File: src/rtl/pwmc_pkg.sv
package pwmc_pkg;
  localparam int NCH    = 7;
  localparam int NSRC   = 5;
  localparam int SEL_W  = 3;
  localparam int CNT_W  = 16;
  localparam int ADDR_W = 8;
  localparam int DATA_W = 32;

  localparam logic [ADDR_W-1:0] A_SEL  = 8'h00;
  localparam logic [ADDR_W-1:0] A_OUT  = 8'h04;
  localparam logic [ADDR_W-1:0] A_RUN  = 8'h08;
  localparam logic [ADDR_W-1:0] A_ADV  = 8'h0C;
  localparam logic [ADDR_W-1:0] A_TBL  = 8'h10;

  typedef enum logic {PH_LOW = 1'b0, PH_HIGH = 1'b1} phase_t;
endpackage

File: src/rtl/pwmc_regs.sv
module pwmc_regs
  import pwmc_pkg::*;
#(
  parameter int N  = NCH,
  parameter int SW = SEL_W,
  parameter int CW = CNT_W,
  parameter int AW = ADDR_W,
  parameter int DW = DATA_W
) (
  input  logic                   clk,
  input  logic                   rst,
  input  logic                   wr_en,
  input  logic [AW-1:0]          addr,
  input  logic [DW-1:0]          wdata,
  output logic [DW-1:0]          rdata,
  output logic [N-1:0][SW-1:0]   sel_v,
  output logic [N-1:0]           byp_v,
  output logic [N-1:0]           oe_v,
  output logic [N-1:0]           tm_v,
  output logic [N-1:0]           run_v,
  output logic [N-1:0]           adv_v,
  output logic [N-1:0][CW-1:0]   hi_v,
  output logic [N-1:0][CW-1:0]   lo_v
);
  localparam int BYP_LSB = N * SW;
  localparam int TM_LSB  = N;
  localparam int IDX_W   = $clog2(N);
  localparam logic [AW-1:0] TBL_END = A_TBL + AW'(8 * N);

  logic [DW-1:0] sel_q, out_q, run_q, adv_q;
  logic [DW-1:0] hi_q [N];
  logic [DW-1:0] lo_q [N];

  logic [AW-1:0]    off;
  logic             tbl_hit, tbl_lo;
  logic [IDX_W-1:0] tbl_idx;

  always_comb begin
    off     = addr - A_TBL;
    tbl_hit = (addr >= A_TBL) && (addr < TBL_END) && (addr[1:0] == 2'b00);
    tbl_lo  = off[2];
    tbl_idx = off[IDX_W+2:3];
  end

  always_ff @(posedge clk) begin
    if (rst) begin
      sel_q <= '0;
      out_q <= '0;
      run_q <= '0;
      adv_q <= '0;
      for (int c = 0; c < N; c++) begin
        hi_q[c] <= '0;
        lo_q[c] <= '0;
      end
    end else if (wr_en) begin
      if (addr == A_SEL) begin
        for (int b = BYP_LSB; b < DW; b++) sel_q[b] <= wdata[b];
        for (int c = 0; c < N; c++)
          if (!run_q[c]) sel_q[c*SW +: SW] <= wdata[c*SW +: SW];
      end else if (addr == A_OUT) begin
        out_q <= wdata;
      end else if (addr == A_RUN) begin
        run_q <= wdata;
      end else if (addr == A_ADV) begin
        adv_q <= wdata;
      end else if (tbl_hit) begin
        if (tbl_lo) lo_q[tbl_idx] <= wdata;
        else        hi_q[tbl_idx] <= wdata;
      end
    end
  end

  always_ff @(posedge clk) begin
    if (rst) begin
      rdata <= '0;
    end else if (addr == A_SEL) begin
      rdata <= sel_q;
    end else if (addr == A_OUT) begin
      rdata <= out_q;
    end else if (addr == A_RUN) begin
      rdata <= run_q;
    end else if (addr == A_ADV) begin
      rdata <= adv_q;
    end else if (tbl_hit) begin
      rdata <= tbl_lo ? lo_q[tbl_idx] : hi_q[tbl_idx];
    end else begin
      rdata <= '0;
    end
  end

  for (genvar c = 0; c < N; c++) begin : g_fan
    assign sel_v[c] = sel_q[c*SW +: SW];
    assign byp_v[c] = sel_q[BYP_LSB + c];
    assign oe_v[c]  = out_q[c];
    assign tm_v[c]  = out_q[TM_LSB + c];
    assign run_v[c] = run_q[c];
    assign adv_v[c] = adv_q[c];
    assign hi_v[c]  = hi_q[c][CW-1:0];
    assign lo_v[c]  = lo_q[c][CW-1:0];
  end
endmodule

File: src/rtl/pwmc_chan.sv
module pwmc_chan
  import pwmc_pkg::*;
#(
  parameter int NS = NSRC,
  parameter int SW = SEL_W,
  parameter int CW = CNT_W
) (
  input  logic          clk,
  input  logic          rst,
  input  logic [NS-1:0] src_tick,
  input  logic [SW-1:0] sel,
  input  logic          run,
  input  logic          adv,
  input  logic [CW-1:0] hi_cnt,
  input  logic [CW-1:0] lo_cnt,
  output logic          tick,
  output logic          level
);
  phase_t        phase;
  logic [CW-1:0] cnt, act_hi, act_lo;

  always_comb begin
    tick = 1'b0;
    for (int i = 0; i < NS; i++)
      if (sel == SW'(i)) tick = src_tick[i];
  end

  always_ff @(posedge clk) begin
    if (rst) begin
      phase  <= PH_HIGH;
      cnt    <= '0;
      act_hi <= '0;
      act_lo <= '0;
    end else if (!run) begin
      phase  <= PH_HIGH;
      cnt    <= '0;
      act_hi <= hi_cnt;
      act_lo <= lo_cnt;
    end else if (adv && tick) begin
      if (phase == PH_HIGH) begin
        if (cnt == act_hi) begin
          cnt   <= '0;
          phase <= PH_LOW;
        end else begin
          cnt <= cnt + 1'b1;
        end
      end else begin
        if (cnt == act_lo) begin
          cnt    <= '0;
          phase  <= PH_HIGH;
          act_hi <= hi_cnt;
          act_lo <= lo_cnt;
        end else begin
          cnt <= cnt + 1'b1;
        end
      end
    end
  end

  assign level = (phase == PH_HIGH);
endmodule

File: src/rtl/tick_pwm_ctrl.sv
module tick_pwm_ctrl
  import pwmc_pkg::*;
#(
  parameter int N  = NCH,
  parameter int NS = NSRC,
  parameter int SW = SEL_W,
  parameter int CW = CNT_W,
  parameter int AW = ADDR_W,
  parameter int DW = DATA_W
) (
  input  logic          clk,
  input  logic          rst,
  input  logic          wr_en,
  input  logic [AW-1:0] addr,
  input  logic [DW-1:0] wdata,
  output logic [DW-1:0] rdata,
  input  logic [NS-1:0] src_tick,
  output logic [N-2:0]  pwm_out,
  output logic          int_out
);
  localparam int NEXT = N - 1;

  logic [N-1:0][SW-1:0] sel_v;
  logic [N-1:0][CW-1:0] hi_v, lo_v;
  logic [N-1:0] byp_v, oe_v, tm_v, run_v, adv_v;
  logic [N-1:0] tick_v, level_v, out_q;

  pwmc_regs #(.N(N), .SW(SW), .CW(CW), .AW(AW), .DW(DW)) u_regs (
    .clk(clk), .rst(rst), .wr_en(wr_en), .addr(addr), .wdata(wdata),
    .rdata(rdata), .sel_v(sel_v), .byp_v(byp_v), .oe_v(oe_v), .tm_v(tm_v),
    .run_v(run_v), .adv_v(adv_v), .hi_v(hi_v), .lo_v(lo_v)
  );

  for (genvar c = 0; c < N; c++) begin : g_ch
    pwmc_chan #(.NS(NS), .SW(SW), .CW(CW)) u_chan (
      .clk(clk), .rst(rst), .src_tick(src_tick), .sel(sel_v[c]),
      .run(run_v[c]), .adv(adv_v[c]), .hi_cnt(hi_v[c]), .lo_cnt(lo_v[c]),
      .tick(tick_v[c]), .level(level_v[c])
    );

    always_ff @(posedge clk) begin
      if (rst) out_q[c] <= 1'b0;
      else     out_q[c] <= oe_v[c] & tm_v[c] & (byp_v[c] ? tick_v[c] : level_v[c]);
    end
  end

  assign pwm_out = out_q[NEXT-1:0];
  assign int_out = out_q[N-1];
endmodule

File: config.mk
export PLATFORM = sky130hd
export DESIGN_NAME = tick_pwm_ctrl
export DESIGN_NICKNAME = d
export VERILOG_FILES = /design/src/rtl/pwmc_pkg.sv /design/src/rtl/pwmc_regs.sv /design/src/rtl/pwmc_chan.sv /design/src/rtl/tick_pwm_ctrl.sv
export SDC_FILE = /design/constraint.sdc
export NUM_CORES = 2
export LEC_CHECK = 0
export BUFFER_PORTS_ARGS = -buffer_cell sky130_fd_sc_hd__buf_2
export CAP_MARGIN = 10
export CORE_ASPECT_RATIO = 1.2
export CORE_MARGIN = 4
export CORE_UTILIZATION = 50
export DETAILED_ROUTE_END_ITERATION = 8
export GPL_ROUTABILITY_DRIVEN = 0
export MAX_ROUTING_LAYER = met4
export PLACE_DENSITY = 0.66
export SLEW_MARGIN = 20
export SYNTH_ARGS = -nofsm -noshare
export SYNTH_HDL_FRONTEND = slang
export SYNTH_SLANG_ARGS = --single-unit
File: constraint.sdc
create_clock -name clk -period 12.1 [get_ports clk]
set_clock_uncertainty 0.05 [all_clocks]
set_input_delay 0.605 -clock clk [delete_from_list [all_inputs] [get_ports clk]]
set_output_delay 0.605 -clock clk [all_outputs]
set_load 0.02 [all_outputs]
==> impl_metrics.ini <==
[outcome]
status = completed

[sta]
fin_crit_ns = 4.183
fin_crit_sh_pct = 34.57
fin_tns_setup_ns = 0
hold_viol = 0
slew_headroom_pct = 24.93
setup_viol = 0
tightest_slew_ns = 1.126
setup_ws_ns = 7.917
rsz0062_at_grt = false
slew_violations = 0
max_freq_mhz = 239.1

[synth]
yosysTopAreaCell = edfxtp_1
syn_inst = 4103
synth_area_leaders = edfxtp_1 (30%), dfxtp_1 (26%), mux4_2 (6.9%)
ys_async_sr_fraction_pct = 0
synth_edf_count = 448
synth_top_area_share_pct = 30.02
ys_types = 63
syn-mean-instance-area_sq_um = 10.92
ys_warn_count = 0
synth_common_cells = nor2_1 (645), dfxtp_1 (574), nand2_1 (474)
synth_ff_type = dfxtp_1
netlist_area_sq_um = 44810
synth_seq_cells = 1022
synth.most_common_cell = nor2_1
syn-num-nets = 4160
ys_seq_area_share_pct = 55.67

[global_route]
grt_max_degree = 83
antenna_found_initial = 7
grt.met3_usage_pct = 4.659
grt_use_total_pct = 30.34
grt_pass1_vias = 29780
busiest_layer = met2
grt_pass1_wl_microns = 203900
grtUsageMet1_pct = 37.19
grt_util_met2_pct = 47.83
overflow = 0

[job]
drv_cap = 0

[worst_setup_path]
critPathKind = in -> reg
required_ns = 12.43
cp_max_fo = 53
endpoint_kind = flip-flop
cp.arrival_ns = 4.51
rrSetupSlack_ns = 8.88
crit_path_start_kind = input port

[detailed_routing]
drc_errors = 0
vias_per_cell = 5.914
antenna_left = 0
drt_iter0_markers = 3897
wl_per_cell_microns = 26.52
drt-total-wl_microns = 140700
num_vias = 31370
firstDrtPassIters = 8

[layout]
multi_input_area_sq_um = 18130
register_area_sq_um = 24940
nets = 4106
fin_area_sq_um = 49180
layout-drive-gt1-share_pct = 12.72
area_delta_synth_final_pct = 9.759
fill_cells = 7551
layout.cells.non_filler = 5305

[power_and_ir_drop]
swShare_pct = 23.45
p_sw_mw = 1.731
seqPwrFrac_pct = 51.3
intPower_mw = 5.649
power_frac_comb_pct = 5.7
p_clk_share_pct = 43.0
irDropWorstVdd_mv = 0.1294
leakage_nw = 19.48
powerDensity_nw_per_um2 = 150.1

[clocking]
cts_buffers = 100
cts_setup_buffers = 0
cts-resized-gates = 0
clockBufferDepth = 3
worst_skew_pair.late_latency_ns = 0.70
cts_root_buf = clkbuf_16
clock-sinks = 1022
path_clk_slew_ns = 0.06
cts_tree = built
cts-htree-levels = 3
ctsHoldBuffers = 0

[floorplanning]
fp.dieH_microns = 335.9
core_sq_um = 89040
start_util_pct = 50.33
rows = 120
die_area_sq_um = 94490
die_x_microns = 281.3
pin_count = 87

[placed_design]
dp_slack_ns = 7.232
port_buffers = 86
dp.cells = 5106
dp_hpwl_microns = 99650
dpl_cell_area_sq_um = 45800

[min_path]
hold_class = in -> reg
per-stage QoR:
stage / hold slack (ns) / util [%] / power [mW]
final: 0.2369 / 55.24 / 7.380
after floorplan: 0.3771 / - / 4.090
after global placement: 0.3912 / 51.44 / 4.265
after global routing: 0.2330 / 55.23 / 7.575
after detailed placement: 0.3973 / 51.44 / 4.273
after CTS: 0.2132 / 55.19 / 7.402
power groups by stage:
stage,clock network (mW),registers [mW],logic [mW]
detailed placement,0,3.86,0.412
global placement,0,3.86,0.407
global route,3.34,3.79,0.439
floorplan,0,3.81,0.280
finish,3.17,3.79,0.417
CTS,3.20,3.79,0.413
final cells by class:
cell class / count / area share (%)
clock inverters: 48 / 0.9693
diodes: 10 / 0.05088
inverters: 105 / 0.8014
clock buffers: 141 / 5.818
flip-flops and latches: 1022 / 50.72
multi-input cells: 2674 / 36.86
repair buffers: 146 / 1.834
well taps: 1159 / 2.949
critical path: stages:
cell,delay [ns]
buf_4,0.41
inv_2,0.13
ha_4,0.19
a21boi_0,0.16
o22ai_1,0.25
nor4_4,0.88
buf_4,0.67
nand3_1,0.19
nand2_1,0.54
buf_4,0.41
path summary, 6_finish.rpt:
kind / from / to / cells after the start
max: addr[4] / u_regs.hi_q[2][23] / 10
min: wdata[30] / u_regs.out_q[30] / 3
max reg2reg: g_ch[1].u_chan.cnt[13] / g_ch[1].u_chan.act_lo[5] / 7
min reg2reg: u_regs.out_q[29] / u_regs.out_q[29] / 2
placed cells by master (no fill, tap or decap), types with 11 or more instances in the layout:
master and n:
a21oi_1 286, and2_1 75, and3_1 12, buf_2 83
buf_4 61, clkbuf_1 25, clkbuf_16 104, clkbuf_8 13
clkinv_2 27, dfxtp_1 574, edfxtp_1 448, inv_1 103
mux2_2 31, mux2i_1 265, mux4_2 137, nand2_1 471
nand3_1 90, nand4_1 42, nor2_1 644, nor2b_1 11
nor3_1 24, nor4_1 59, o21ai_0 47, o221ai_1 30
xnor2_1 74, xor2_1 248
state kept, by name (all words and copies together) (netlist names), 32 cells and up:
signal,cells
g_ch.u_chan.act_hi,112
g_ch.u_chan.act_lo,112
g_ch.u_chan.cnt,112
u_regs.adv_q,32
u_regs.hi_q,256
u_regs.lo_q,256
u_regs.out_q,32
u_regs.rdata,32
u_regs.run_q,32
u_regs.sel_q,32
routing by layer:
| layer | vias to the layer above | wire, microns |
|---|---|---|
| met5 | - | 0 |
| met4 | 0 | 10230 |
| met3 | 332 | 12000 |
| met2 | 1634 | 66500 |
| met1 | 15260 | 51960 |
| li1 | 14150 | - |
kinds of logic after synthesis:
group	share of synthesized area, %
muxes	13.69
buffers and inverters	4.055
AOI/OAI and AO/OA	5.674
adders and majority gates	0.2513
DFF	55.67
xor gates and xnor gates	6.294
and+or+nand+nor	14.37
(Power assumes the default switching activity.)
